<file path="config.mk">
export PLATFORM = sky130hd
export DESIGN_NAME = pcm_rx
export DESIGN_NICKNAME = d
export VERILOG_FILES = /design/src/rtl/pcm_rx_pkg.sv /design/src/rtl/pcm_rx_sync.sv /design/src/rtl/pcm_rx_framer.sv /design/src/rtl/pcm_rx_assembler.sv /design/src/rtl/pcm_rx.sv
export SDC_FILE = /design/constraint.sdc
export NUM_CORES = 1
export LEC_CHECK = 0
export ABC_AREA = 1
export BUFFER_PORTS_ARGS = -buffer_cell sky130_fd_sc_hd__buf_2
export CAP_MARGIN = 20
export CELL_PAD_IN_SITES_DETAIL_PLACEMENT = 0
export CELL_PAD_IN_SITES_GLOBAL_PLACEMENT = 1
export CORE_MARGIN = 2
export CORE_UTILIZATION = 46
export CTS_BUF_LIST = sky130_fd_sc_hd__clkbuf_8
export DETAILED_ROUTE_END_ITERATION = 6
export GPL_ROUTABILITY_DRIVEN = 0
export PLACE_DENSITY = 0.94
export SLEW_MARGIN = 20
export SYNTH_ARGS = -nofsm -noshare
export SYNTH_HDL_FRONTEND = slang
export SYNTH_SLANG_ARGS = --single-unit
</file>
<file path="constraint.sdc">
create_clock -name clk -period 4.35 [get_ports clk]
set_input_delay 0.435 -clock clk [delete_from_list [all_inputs] [get_ports clk]]
set_output_delay 0.435 -clock clk [all_outputs]
set_load 0.05 [all_outputs]
</file>
<file path="src/rtl/pcm_rx_pkg.sv">
package pcm_rx_pkg;

    localparam int SAMPLE_W = 18;
    localparam int SLOT_W   = 6;

    typedef enum logic {
        FMT_I2S = 1'b0,
        FMT_LJ  = 1'b1
    } frame_fmt_e;

    typedef enum logic [1:0] {
        RATIO_32 = 2'd0,
        RATIO_48 = 2'd1,
        RATIO_64 = 2'd2
    } ratio_e;

    typedef struct packed {
        logic [SAMPLE_W-1:0] left;
        logic [SAMPLE_W-1:0] right;
    } pcm_pair_t;

    typedef struct packed {
        logic rise;
        logic lr;
        logic sd;
    } bit_evt_t;

    function automatic logic [SLOT_W-1:0] half_slots(input logic [1:0] ratio);
        case (ratio)
            RATIO_32: half_slots = SLOT_W'(16);
            RATIO_48: half_slots = SLOT_W'(24);
            default:  half_slots = SLOT_W'(32);
        endcase
    endfunction

    function automatic logic [SLOT_W-1:0] prec_bits(input logic prec);
        prec_bits = prec ? SLOT_W'(18) : SLOT_W'(16);
    endfunction

    function automatic logic [SAMPLE_W-1:0] sext(input logic [SAMPLE_W-1:0] raw, input logic prec);
        sext = prec ? raw : {{2{raw[15]}}, raw[15:0]};
    endfunction

endpackage

</file>
<file path="src/rtl/pcm_rx_sync.sv">
module pcm_rx_sync
    import pcm_rx_pkg::*;
#(
    parameter int STAGES = 2
) (
    input  logic     clk,
    input  logic     rst,
    input  logic     bclk_i,
    input  logic     lrclk_i,
    input  logic     sdata_i,
    output bit_evt_t evt_o
);

    logic [STAGES:0]   bclk_pipe;
    logic [STAGES-1:0] lr_pipe;
    logic [STAGES-1:0] sd_pipe;

    always_ff @(posedge clk) begin
        if (rst) begin
            bclk_pipe <= '0;
            lr_pipe   <= '0;
            sd_pipe   <= '0;
        end else begin
            bclk_pipe[0] <= bclk_i;
            lr_pipe[0]   <= lrclk_i;
            sd_pipe[0]   <= sdata_i;
            for (int k = 1; k <= STAGES; k++) bclk_pipe[k] <= bclk_pipe[k-1];
            for (int k = 1; k < STAGES; k++) begin
                lr_pipe[k] <= lr_pipe[k-1];
                sd_pipe[k] <= sd_pipe[k-1];
            end
        end
    end

    always_comb begin
        evt_o.rise = bclk_pipe[STAGES-1] & ~bclk_pipe[STAGES];
        evt_o.lr   = lr_pipe[STAGES-1];
        evt_o.sd   = sd_pipe[STAGES-1];
    end

endmodule

</file>
<file path="src/rtl/pcm_rx_framer.sv">
module pcm_rx_framer
    import pcm_rx_pkg::*;
(
    input  logic              clk,
    input  logic              rst,
    input  bit_evt_t          evt_i,
    input  logic              fmt_i,
    output logic              boundary_o,
    output logic [SLOT_W-1:0] slot_idx_o,
    output logic [SLOT_W-1:0] prev_len_o,
    output logic              chan_left_o
);

    localparam logic [SLOT_W-1:0] SLOT_MAX = '1;

    logic              lr_d1, lr_d2;
    logic [1:0]        hist;
    logic [SLOT_W-1:0] slot_cnt;
    logic              cur_lr, prv_lr, armed;

    always_comb begin
        if (fmt_i == FMT_LJ) begin
            cur_lr = evt_i.lr;
            prv_lr = lr_d1;
            armed  = (hist != 2'd0);
        end else begin
            cur_lr = lr_d1;
            prv_lr = lr_d2;
            armed  = (hist == 2'd2);
        end
        boundary_o  = evt_i.rise & armed & (cur_lr != prv_lr);
        slot_idx_o  = boundary_o ? '0 : slot_cnt;
        prev_len_o  = slot_cnt;
        chan_left_o = (fmt_i == FMT_LJ) ? cur_lr : ~cur_lr;
    end

    always_ff @(posedge clk) begin
        if (rst) begin
            lr_d1    <= 1'b0;
            lr_d2    <= 1'b0;
            hist     <= 2'd0;
            slot_cnt <= '0;
        end else if (evt_i.rise) begin
            lr_d1    <= evt_i.lr;
            lr_d2    <= lr_d1;
            if (hist != 2'd2) hist <= hist + 2'd1;
            slot_cnt <= (slot_idx_o == SLOT_MAX) ? SLOT_MAX : slot_idx_o + 1'b1;
        end
    end

    // a new half-frame always restarts the slot count
    a_r2_restart_slot: assert property (@(posedge clk) disable iff (rst)
        boundary_o |=> (slot_cnt == SLOT_W'(1)));

endmodule

</file>
<file path="src/rtl/pcm_rx_assembler.sv">
module pcm_rx_assembler
    import pcm_rx_pkg::*;
(
    input  logic              clk,
    input  logic              rst,
    input  logic              rise_i,
    input  logic              sd_i,
    input  logic              boundary_i,
    input  logic [SLOT_W-1:0] slot_idx_i,
    input  logic [SLOT_W-1:0] prev_len_i,
    input  logic              chan_left_i,
    input  logic              prec_i,
    input  logic [1:0]        ratio_i,
    output pcm_pair_t         pair_o,
    output logic              valid_o,
    output logic              err_o
);

    logic                synced, got_lsb, left_ok;
    logic [SAMPLE_W-2:0] shreg;
    logic [SAMPLE_W-1:0] left_hold;
    pcm_pair_t           pair_q;
    logic                valid_q, err_q;

    logic [SLOT_W-1:0]   width;
    logic                capture, lsb_now, half_bad;
    logic [SAMPLE_W-1:0] word, value;

    always_comb begin
        width    = prec_bits(prec_i);
        capture  = rise_i & (synced | boundary_i) & (slot_idx_i < width);
        lsb_now  = capture & (slot_idx_i == width - 1'b1);
        word     = {shreg, sd_i};
        value    = sext(word, prec_i);
        half_bad = boundary_i & synced &
                   ((prev_len_i != half_slots(ratio_i)) | ~got_lsb);
    end

    always_ff @(posedge clk) begin
        if (rst) begin
            synced    <= 1'b0;
            got_lsb   <= 1'b0;
            left_ok   <= 1'b0;
            shreg     <= '0;
            left_hold <= '0;
            pair_q    <= '0;
            valid_q   <= 1'b0;
            err_q     <= 1'b0;
        end else begin
            valid_q <= 1'b0;
            err_q   <= 1'b0;
            if (boundary_i) begin
                synced  <= 1'b1;
                got_lsb <= 1'b0;
                if (half_bad) err_q <= 1'b1;
                if (half_bad || chan_left_i) left_ok <= 1'b0;
            end
            if (capture) shreg <= word[SAMPLE_W-2:0];
            if (lsb_now) begin
                got_lsb <= 1'b1;
                if (chan_left_i) begin
                    left_hold <= value;
                    left_ok   <= 1'b1;
                end else if (left_ok) begin
                    pair_q  <= '{left: left_hold, right: value};
                    valid_q <= 1'b1;
                end
            end
        end
    end

    assign pair_o  = pair_q;
    assign valid_o = valid_q;
    assign err_o   = err_q;

    // the strobe lasts one cycle and follows a bit-clock rising edge
    a_r7_valid_single: assert property (@(posedge clk) disable iff (rst)
        valid_q |=> !valid_q);
    a_r7_valid_after_edge: assert property (@(posedge clk) disable iff (rst)
        valid_q |-> $past(rise_i));
    // the error strobe lasts one cycle
    a_r8_err_single: assert property (@(posedge clk) disable iff (rst)
        err_q |=> !err_q);
    // 18-bit samples never complete at the 32x ratio
    a_r8_no_valid_short: assert property (@(posedge clk) disable iff (rst)
        (prec_i && ratio_i == RATIO_32) |-> !valid_q);
    // quiet until the first left/right change
    a_r10_quiet_unsynced: assert property (@(posedge clk) disable iff (rst)
        !synced |=> (!valid_q && !err_q));
    // 16-bit samples carry their sign into the top bits
    a_r4_sign_ext: assert property (@(posedge clk) disable iff (rst)
        (valid_q && !prec_i) |-> (pair_q.left[17:16] == {2{pair_q.left[15]}} &&
                                  pair_q.right[17:16] == {2{pair_q.right[15]}}));

endmodule

</file>
<file path="src/rtl/pcm_rx.sv">
module pcm_rx
    import pcm_rx_pkg::*;
#(
    parameter int SYNC_STAGES = 2
) (
    input  logic        clk,
    input  logic        rst,
    input  logic        cfg_fmt_i,
    input  logic        cfg_prec_i,
    input  logic [1:0]  cfg_ratio_i,
    input  logic        bclk_i,
    input  logic        lrclk_i,
    input  logic        sdata_i,
    output logic [17:0] left_o,
    output logic [17:0] right_o,
    output logic        valid_o,
    output logic        err_o
);

    bit_evt_t          evt;
    logic              boundary, chan_left;
    logic [SLOT_W-1:0] slot_idx, prev_len;
    pcm_pair_t         pair;

    pcm_rx_sync #(.STAGES(SYNC_STAGES)) sync_i (
        .clk     (clk),
        .rst     (rst),
        .bclk_i  (bclk_i),
        .lrclk_i (lrclk_i),
        .sdata_i (sdata_i),
        .evt_o   (evt)
    );

    pcm_rx_framer framer_i (
        .clk         (clk),
        .rst         (rst),
        .evt_i       (evt),
        .fmt_i       (cfg_fmt_i),
        .boundary_o  (boundary),
        .slot_idx_o  (slot_idx),
        .prev_len_o  (prev_len),
        .chan_left_o (chan_left)
    );

    pcm_rx_assembler asm_i (
        .clk         (clk),
        .rst         (rst),
        .rise_i      (evt.rise),
        .sd_i        (evt.sd),
        .boundary_i  (boundary),
        .slot_idx_i  (slot_idx),
        .prev_len_i  (prev_len),
        .chan_left_i (chan_left),
        .prec_i      (cfg_prec_i),
        .ratio_i     (cfg_ratio_i),
        .pair_o      (pair),
        .valid_o     (valid_o),
        .err_o       (err_o)
    );

    assign left_o  = pair.left;
    assign right_o = pair.right;

endmodule

</file>
== Word-level counts from Yosys, hierarchy flattened ==
Cells that the tools add are included.

* Div/mod/pow operators: 0
* Mux-type cells: 17
* Reduce and logical (&&, ||, !) cells: 9
* Multipliers: 0
* Shifts and indexed selects: 0
* Equality and inequality tests: 7
* Bitwise gates (word level): 16
* Magnitude comparators: 1
* Add/subtract/negate cells: 3

{| class="wikitable"
|+ Operators by type and width
! cell !! count
|-
| $mux 18 || 1
|-
| $mux 1 || 12
|-
| $mux 6 || 2
|-
| $pmux 6 s2 || 1
|-
| $and 1x1->1 || 8
|-
| $add 6x1->6 const B || 1
|-
| $eq 6x6->1 || 1
|-
| $eq 6x6->1 const B || 1
|-
| $lt 6x6->1 || 1
|-
| $ne 6x6->1 || 1
|-
| $not 1->1 || 6
|-
| $sub 6x1->6 const B || 1
|-
| $reduce_and 2->1 || 2
|-
| $reduce_bool 2->1 || 2
|-
| $reduce_and 3->1 || 1
|-
| $reduce_or 3->1 || 1
|-
| $add 2x1->2 const B || 1
|-
| $eq 2x1->1 const B || 1
|-
| $eq 2x2->1 const B || 1
|-
| $logic_not 2->1 || 1
|-
| $mux 2 || 1
|-
| $ne 2x2->1 const B || 1
|-
| $or 1x1->1 || 2
|-
| $reduce_or 2->1 || 1
|-
| other kinds (2) || 2
|}

* Bits in latches: 0
* Memories kept: 0
* Bits in writable memories: 0
* ROM bits: 0
* Logic and storage cells: 69
* Output and inout port bits: 38
* Input bits: 9
* Flip-flop bits (word level): 93

== Longest topological paths before layout ==
Gate-level depths: netlist of the first run.

* Depth after elaboration: 11
* Gate-level depth with buffers: 20
* Gate-level depth less buffers: 18

== Modules after synthesis ==
Synthesis of the first run repeated with hierarchy kept, for this count alone.

* Cells, all modules: 487
* Area, all modules: 3721.1 sq um

{| class="wikitable"
|+ Modules (own cells, without submodules)
! module !! area an instance (sq um) !! cells an instance !! instances
|-
| pcm_rx_assembler || 2927.8 || 379 || 1
|-
| pcm_rx_framer || 581.8 || 84 || 1
|-
| pcm_rx_sync || 211.5 || 24 || 1
|}

== Least setup slack after synthesis of the first run ==
No wires, ideal clock.

* Path kind: input to register
* From: input cfg_fmt_i
* To: register asm_i.pair_q (netlist bit asm_i.pair_o[0])
* Stages on the path: 18
* Arrival time: 2.701 ns
* Data required time: 4.237 ns
* Library setup time: 0.113 ns
* Path buffers: 2
* Setup slack: 1.536 ns
* Cells stage by stage: nand2_1 nand2_1 nand2_1 nand2_1 nand2_2 clkbuf_1 inv_1 nor2_1 inv_1 ha_1 or2_2 nor2_1 nand2_1 nor2_2 nand3_4 buf_2 nor2_1 nor2_1

* Cells in the longest elaborated chain, start to end: 8
* Elaborated cells on any way between the ends: 17

{| class="wikitable"
|+ Ends and longest elaborated chain
! what !! RTL line !! text
|-
| start, declared || pcm_rx.sv:8 || <nowiki>input logic cfg_fmt_i,</nowiki>
|-
| $mux 1 || pcm_rx_framer.sv:22 || <nowiki>if (fmt_i == FMT_LJ) begin</nowiki>
|-
| $and 1x1->1 or $ne 1x1->1 (tied branches) || pcm_rx_framer.sv:31 || <nowiki>boundary_o = evt_i.rise & armed & (cur_lr != prv_lr);</nowiki>
|-
| $and 1x1->1 || pcm_rx_framer.sv:31 ||
|-
| $mux 6 or $or 1x1->1 (tied branches) || pcm_rx_framer.sv:32, pcm_rx_assembler.sv:31 ||
|-
| $lt 6x6->1 or $and 1x1->1 (tied branches) || pcm_rx_assembler.sv:31 || <nowiki>capture = rise_i & (synced | boundary_i) & (slot_idx_i < width);</nowiki>
|-
| $and 1x1->1 || pcm_rx_assembler.sv:31 ||
|-
| $and 1x1->1 || pcm_rx_assembler.sv:32 || <nowiki>lsb_now = capture & (slot_idx_i == width - 1'b1);</nowiki>
|-
| $reduce_and 3->1 (no source line) * || n/a ||
|-
| end signal, assigned || pcm_rx_assembler.sv:65 || <nowiki>pair_q <= '{left: left_hold, right: value};</nowiki>
|-
| end, declared || pcm_rx_assembler.sv:22 || <nowiki>pcm_pair_t pair_q;</nowiki>
|}

Every way passes the cells marked *; elsewhere a longest branch is shown, timed or not.
A chain may end at the register's enable or synchronous reset.

== Worst setup path in the final report of the first run ==
* From: register sync_i.bclk_pipe[1]
* To: register asm_i.pair_q (netlist bit asm_i.pair_o[18])

* Cells in the longest elaborated chain, start to end: 8
* Elaborated cells on any way between the ends: 11

{| class="wikitable"
|+ Ends and longest elaborated chain
! what !! RTL line !! text
|-
| start, declared || pcm_rx_sync.sv:14 || <nowiki>logic [STAGES:0] bclk_pipe;</nowiki>
|-
| start signal, assigned || pcm_rx_sync.sv:20 || <nowiki>bclk_pipe <= '0;</nowiki>
|-
| $and 1x1->1 * || pcm_rx_sync.sv:36 || <nowiki>evt_o.rise = bclk_pipe[STAGES-1] & ~bclk_pipe[STAGES];</nowiki>
|-
| $and 1x1->1 (2 in series) || pcm_rx_framer.sv:31 ||
|-
| $mux 6 or $or 1x1->1 (tied branches) || pcm_rx_framer.sv:32, pcm_rx_assembler.sv:31 ||
|-
| $lt 6x6->1 or $and 1x1->1 (tied branches) || pcm_rx_assembler.sv:31 ||
|-
| $and 1x1->1 || pcm_rx_assembler.sv:31 ||
|-
| $and 1x1->1 * || pcm_rx_assembler.sv:32 ||
|-
| $reduce_and 3->1 (no source line) * || n/a ||
|}

Marks and branches as above.

==> results of run 1 <==
[path summary, 6_finish.rpt]
| check | cells past startpoint | from | slack, ns | to |
|---|---|---|---|---|
| worst max register to register | 17 | sync_i.bclk_pipe[1]$_SDFF_PP0_ | 0.99 | asm_i.pair_o[18]$_SDFFE_PP0P_ |
| worst min register to register | 2 | sync_i.lr_pipe[0]$_SDFF_PP0_ | 0.41 | sync_i.lr_pipe[1]$_SDFF_PP0_ |
| worst min-delay path | 3 | bclk_i | 0.26 | sync_i.bclk_pipe[0]$_SDFF_PP0_ |
| worst max-delay path | 17 | sync_i.bclk_pipe[1]$_SDFF_PP0_ | 0.99 | asm_i.pair_o[18]$_SDFFE_PP0P_ |
[final cells by class]
cell class | instances | area [sq um]
Tap cell | 105 | 131
Multi-Input combinational cell | 366 | 1570
Fill cell | 804 | 3860
Inverter | 90 | 338
Sequential cell | 93 | 1860
Clock inverter | 6 | 70.1
Timing Repair Buffer | 49 | 253
Clock buffer | 10 | 138
[worst max-delay path, stage by stage (launching register included)]
cell and delay [ns]:
dfxtp_1 0.31, inv_1 0.05, or2_1 0.27, nor2_4 0.04, nand2_2 0.22, inv_1 0.07, nor2_1 0.13, inv_1 0.06
ha_1 0.26, or2_2 0.27, nor2_1 0.10, nand2_1 0.07, nor2_2 0.33, nand3_4 0.48, buf_4 0.40, nand2_1 0.09
nand2_1 0.05, nor2_1 0.11
[kinds of logic (layout without fill, tap and decap cells)]
kind of cell / after synthesis / count (layout) / synth area share (%)
and+or+nand+nor: 309 / 309 / 31.6
buffers and inverters: 114 / 155 / 12.2
DFF: 93 / 93 / 47.7
AOI/OAI and AO/OA: 52 / 52 / 7.14
adders and majority gates: 3 / 3 / 0.961
xor gates and xnor gates: 2 / 2 / 0.449
[cell usage after synthesis (all sizes together)]
cell and n:
nand2 137, inv 90, or2 3, o21ai 31
xor2 2, buf 13, nor2 153, a22oi 1
ha 3, dfxtp 93, nand3 7, nor3 2
o211ai 2, a21oi 18, clkbuf 11, nand4 7
[routing by layer]
| layer | part of all wire [%] | vias up | global-route usage [%] |
|---|---|---|---|
| li1 | - | 1774 | - |
| met3 | 4.2 | 12 | 3.37 |
| met5 | 0 | - | 0 |
| met1 | 51 | 1454 | 25.8 |
| met4 | 2.0 | 0 | 8.57 |
| met2 | 42 | 56 | 28.0 |
[through the flow]
stage | instance area [sq um] | utilization, %
6_report | 4360 | 53.1
4_1_cts | 4360 | 53.1
5_1_grt | 4360 | 53.1
3_3_place_gp | 4150 | 50.5
3_5_place_dp | 4150 | 50.5
2_1_floorplan | 3910 | -
[registers in the layout, indices dropped and copies added (netlist names)]
| signal | count |
|---|---|
| asm_i.pair_o | 36 |
| asm_i.err_o | 1 |
| asm_i.left_hold | 18 |
| sync_i.sd_pipe | 2 |
| asm_i.shreg | 17 |
| asm_i.valid_o | 1 |
| asm_i.synced | 1 |
| framer_i.prev_len_o | 6 |
| asm_i.got_lsb | 1 |
| asm_i.left_ok | 1 |
| sync_i.bclk_pipe | 3 |
| sync_i.lr_pipe | 2 |
| framer_i.lr_d2 | 1 |
| framer_i.hist | 2 |
| framer_i.lr_d1 | 1 |
[report_power, final]
group / total [mW] / internal (mW) / switching, mW / leakage (nW)
Combinational: 0.0505 / 0.0155 / 0.0350 / 1.60
Sequential: 0.864 / 0.858 / 0.00563 / 0.751
Clock: 0.601 / 0.286 / 0.314 / 0.101
Total: 1.51 / 1.16 / 0.355 / 2.45
==> results.toml, run 1 <==
[synthesis]
synth.distinct_cells = 25
ys_seq_area_share_pct = 47.7
synth_area_leader_cell = "dfxtp_1"
synth_nets = 585
syn_area_sq_um = 3900
netlist.area_leader.share_pct = 47.7
synthCells = 573
yosys_warnings = 0
synthTopCellsByArea = "dfxtp_1, nor2_1, nand2_1, inv_1, o21ai_0"
ys_ff_latch = 93
syn_area_per_cell_sq_um = 6.81

[cts]
cts_tree = "yes"
clk_path_buf_depth = 2
clkTransAtPathRegs_ns = 0.09
cts.htree.levels = 3
cts_sinks = 93
numCtsBuffers = 9
cts_resized = 0
cts_root_buf = "clkbuf_8"
clkLatencyLatePin_ns = 0.37
cts_setup_buffers = 0
cts_hold_buf = 0

[die]
core_area_sq_um = 8220
die_w_um = 96.1
die_h_um = 96.1
initial_core_util_pct = 47.5
dieArea_sq_um = 9240
rows = 33
io_pins = 47

[placed_design]
place_ws_ns = 0.811
io_buffers = 46
hpwl_um = 5020
dpl.cell_count = 703

[routing]
routedWlPerCell_um = 10.7
drt_iter0_drc = 213
drt_pass1_iterations = 4
drc = 0
drt-total-wl_um = 7700
via_per_inst = 4.58
route.vias.total = 3296
ant_nets = 0

[setup_path]
endpoint_kind = "flop"
path_max_fanout = 46
crit_required_ns = 4.66
start_kind = "flop"
crit_type = "flop to flop"
crit_arrival_ns = 3.66

[finish]
final_common_cell = "nor2_1"
area_delta_synth_final_pct = 11.6
drive_gt1_share_pct = 12.4
fin_cells = 719
final_cell_mix = "nor2_1, nand2_1, dfxtp_1, inv_1, buf_2"
n_antenna_cell = 0
nets = 621

[sta]
worst_clock_skew_ns = 0.00955
rsz0062_at_grt = "no"
layout_setup_ws_ns = 0.994
fin_crit_sh_pct = 77.1
slew_headroom_pct = 47.1
fin_crit_ns = 3.36
max_freq_mhz = 298
tns_ns = 0
holdWs_ns = 0.264
finalSetupViolCount = 0
worstMarginPinSlew_ns = 0.785
finalMaxSlewViolations = 0
report.final.hold_viol_count = 0

[grt]
grt_overflow_total = 0
grt_start_max_net_pins = 72
grt_pass1_vias = 2924
grt_pass1_wl_um = 13500
grt.total_usage_pct = 18.6
antenna_found_initial = 0

[hold_path]
hold_class = "primary input to flop"

[power_and_ir_drop]
vdd_drop_max_mv = 0.143
power.density_nw_per_um2 = 347
fin_total_pwr_mw = 1.51
p_leak_nw = 2.45

[status]
outcome = "complete, no violations"

[job]
drv_cap = 0
Note: power is estimated with default switching activity, not from simulation.
==> run 2: changes to the inputs <==
--- a/config.mk
+++ b/config.mk
@@ -11,11 +11,11 @@
 export CELL_PAD_IN_SITES_DETAIL_PLACEMENT = 0
 export CELL_PAD_IN_SITES_GLOBAL_PLACEMENT = 1
 export CORE_MARGIN = 2
-export CORE_UTILIZATION = 46
+export CORE_UTILIZATION = 43
 export CTS_BUF_LIST = sky130_fd_sc_hd__clkbuf_8
 export DETAILED_ROUTE_END_ITERATION = 6
 export GPL_ROUTABILITY_DRIVEN = 0
-export PLACE_DENSITY = 0.94
+export PLACE_DENSITY = 0.89
 export SLEW_MARGIN = 20
 export SYNTH_ARGS = -nofsm -noshare
 export SYNTH_HDL_FRONTEND = slang
==> constraint.sdc (replaced) <==
create_clock -name clk -period 3.37 [get_ports clk]
set_input_delay 0.337 -clock clk [delete_from_list [all_inputs] [get_ports clk]]
set_output_delay 0.337 -clock clk [all_outputs]
set_load 0.05 [all_outputs]
==> results.toml, run 2 (synthesis gave the netlist of run 1 again) <==
[die]
dieArea_sq_um = 9860
io_pins = 47
rows = 34
core_area_sq_um = 8760
die_h_um = 99.3
initial_core_util_pct = 44.6
die_w_um = 99.3

[power_and_ir_drop]
power.density_nw_per_um2 = 460
vdd_drop_max_mv = 0.201
p_leak_nw = 2.47

[finish]
drive_gt1_share_pct = 12.4
area_delta_synth_final_pct = 12.3
regArea_sq_um = 1860
nets = 622
final_common_cell = "nor2_1"
n_antenna_cell = 0
fin_util_pct = 50.0
largest_register_ffs = 36
multiInputGateArea_sq_um = 1570
final_cell_mix = "nor2_1, nand2_1, dfxtp_1, inv_1, buf_2"
fillers = 901

[hold_path]
hold_class = "primary input to flop"

[grt]
grt_start_max_net_pins = 72
grt_pass1_wl_um = 13200
grt.total_usage_pct = 16.6
antenna_found_initial = 0
grt_overflow_total = 0
use_met2_pct = 24.7
grt_pass1_vias = 2903
grt_use_met3_pct = 3.65
gr-usage-met1_pct = 23.5
top_usage_layer = "met2"

[status]
outcome = "complete, no violations"

[routing]
ant_nets = 0
routedWlPerCell_um = 10.8
drt_pass1_iterations = 4
drc = 0
drt_iter0_drc = 146
route.vias.total = 3246
drt-total-wl_um = 7820
via_per_inst = 4.49

[cts]
clkLatencyLatePin_ns = 0.37
cts_setup_buffers = 0
cts.htree.levels = 3
cts_tree = "yes"
clkTransAtPathRegs_ns = 0.10
clk_path_buf_depth = 2
numCtsBuffers = 9
cts_resized = 0
cts_root_buf = "clkbuf_8"
cts_hold_buf = 0
cts_sinks = 93

[setup_path]
cp_top_family = "simple AND/OR/NAND/NOR gates"
crit_arrival_ns = 3.25
crit_top_cell = "nor2_1"
path_max_fanout = 35
crit_required_ns = 3.64
crit_type = "flop to flop"
slowest_delay_ns = 0.40
endpoint_kind = "flop"
slowest_stage = "nand3_4"
crit_buf_inv = 3
crit_chain = "inv_1 -> nand2_1 -> nand2_1 -> nor2_4 -> nand2_2 -> inv_1 -> nor2_1 -> inv_1 -> ha_1 -> or2_2 -> nor2_1 -> nand2_1 -> nor2_2 -> nand3_4 -> nor2_1 -> nor2_1"
start_kind = "flop"

[sta]
tns_ns = 0
worstMarginPinSlew_ns = 1.01
finalMaxSlewViolations = 0
worst_clock_skew_ns = 0.0140
fin_crit_ns = 2.98
max_freq_mhz = 336
report.final.hold_viol_count = 0
rsz0062_at_grt = "no"
slew_headroom_pct = 32.9
finalSetupViolCount = 0
fin_crit_sh_pct = 88.4

[placed_design]
io_buffers = 46
hpwl_um = 5070

[job]
drv_cap = 0
==> run 2: metrics by stage <==
step / hold WS (ns) / cells / worst slack [ns] / cell area, sq um / power, mW
floorplan: 0.388 / 573 / 0.638 / 3910 / 1.19
global placement: 0.396 / 707 / 0.383 / 4160 / 1.21
detailed placement: 0.394 / 707 / 0.280 / 4160 / 1.21
CTS: 0.158 / 723 / 0.361 / 4380 / 2.04
global route: 0.169 / 723 / 0.129 / 4380 / 2.08
finish: 0.175 / 723 / 0.390 / 4380 / 2.02
==> run 2: worst min-delay path: cells and delay by family <==
kind / cells / cell delay [ns]
buffers and inverters: 2 / 0.14
and+or+nand+nor: 1 / 0.03
==> run 2: cell type report <==
cell class	count	area share, %
sequential	93	42.5
multi-input combinational	366	35.8
inverter	90	7.71
timing repair buffer	50	5.94
tap	108	3.08
clock buffer	9	2.83
clock inverter	7	2.23
==> run 2: per-layer routing <==
layer,wire length [um],up-vias
li1,-,1773
met1,4060,1393
met2,3280,69
met3,344,11
met4,137,0
met5,0,-
==> run 2: where the power goes <==
part           total [mW]  internal, mW  switching [mW]
sequential           1.11          1.11         0.00747
clock               0.835         0.422           0.413
combinational      0.0657        0.0207          0.0449
==> run 2: path summary, 6_finish.rpt <==
kind / end / slack [ns] / startpoint / cells after the start
max: asm_i.left_hold[5]$_SDFFE_PP0P_ / 0.39 / framer_i.hist[0]$_SDFFE_PP0P_ / 16
max reg2reg: asm_i.left_hold[5]$_SDFFE_PP0P_ / 0.39 / framer_i.hist[0]$_SDFFE_PP0P_ / 16
min: sync_i.bclk_pipe[0]$_SDFF_PP0_ / 0.18 / bclk_i / 3
min reg2reg: sync_i.bclk_pipe[1]$_SDFF_PP0_ / 0.40 / sync_i.bclk_pipe[0]$_SDFF_PP0_ / 2
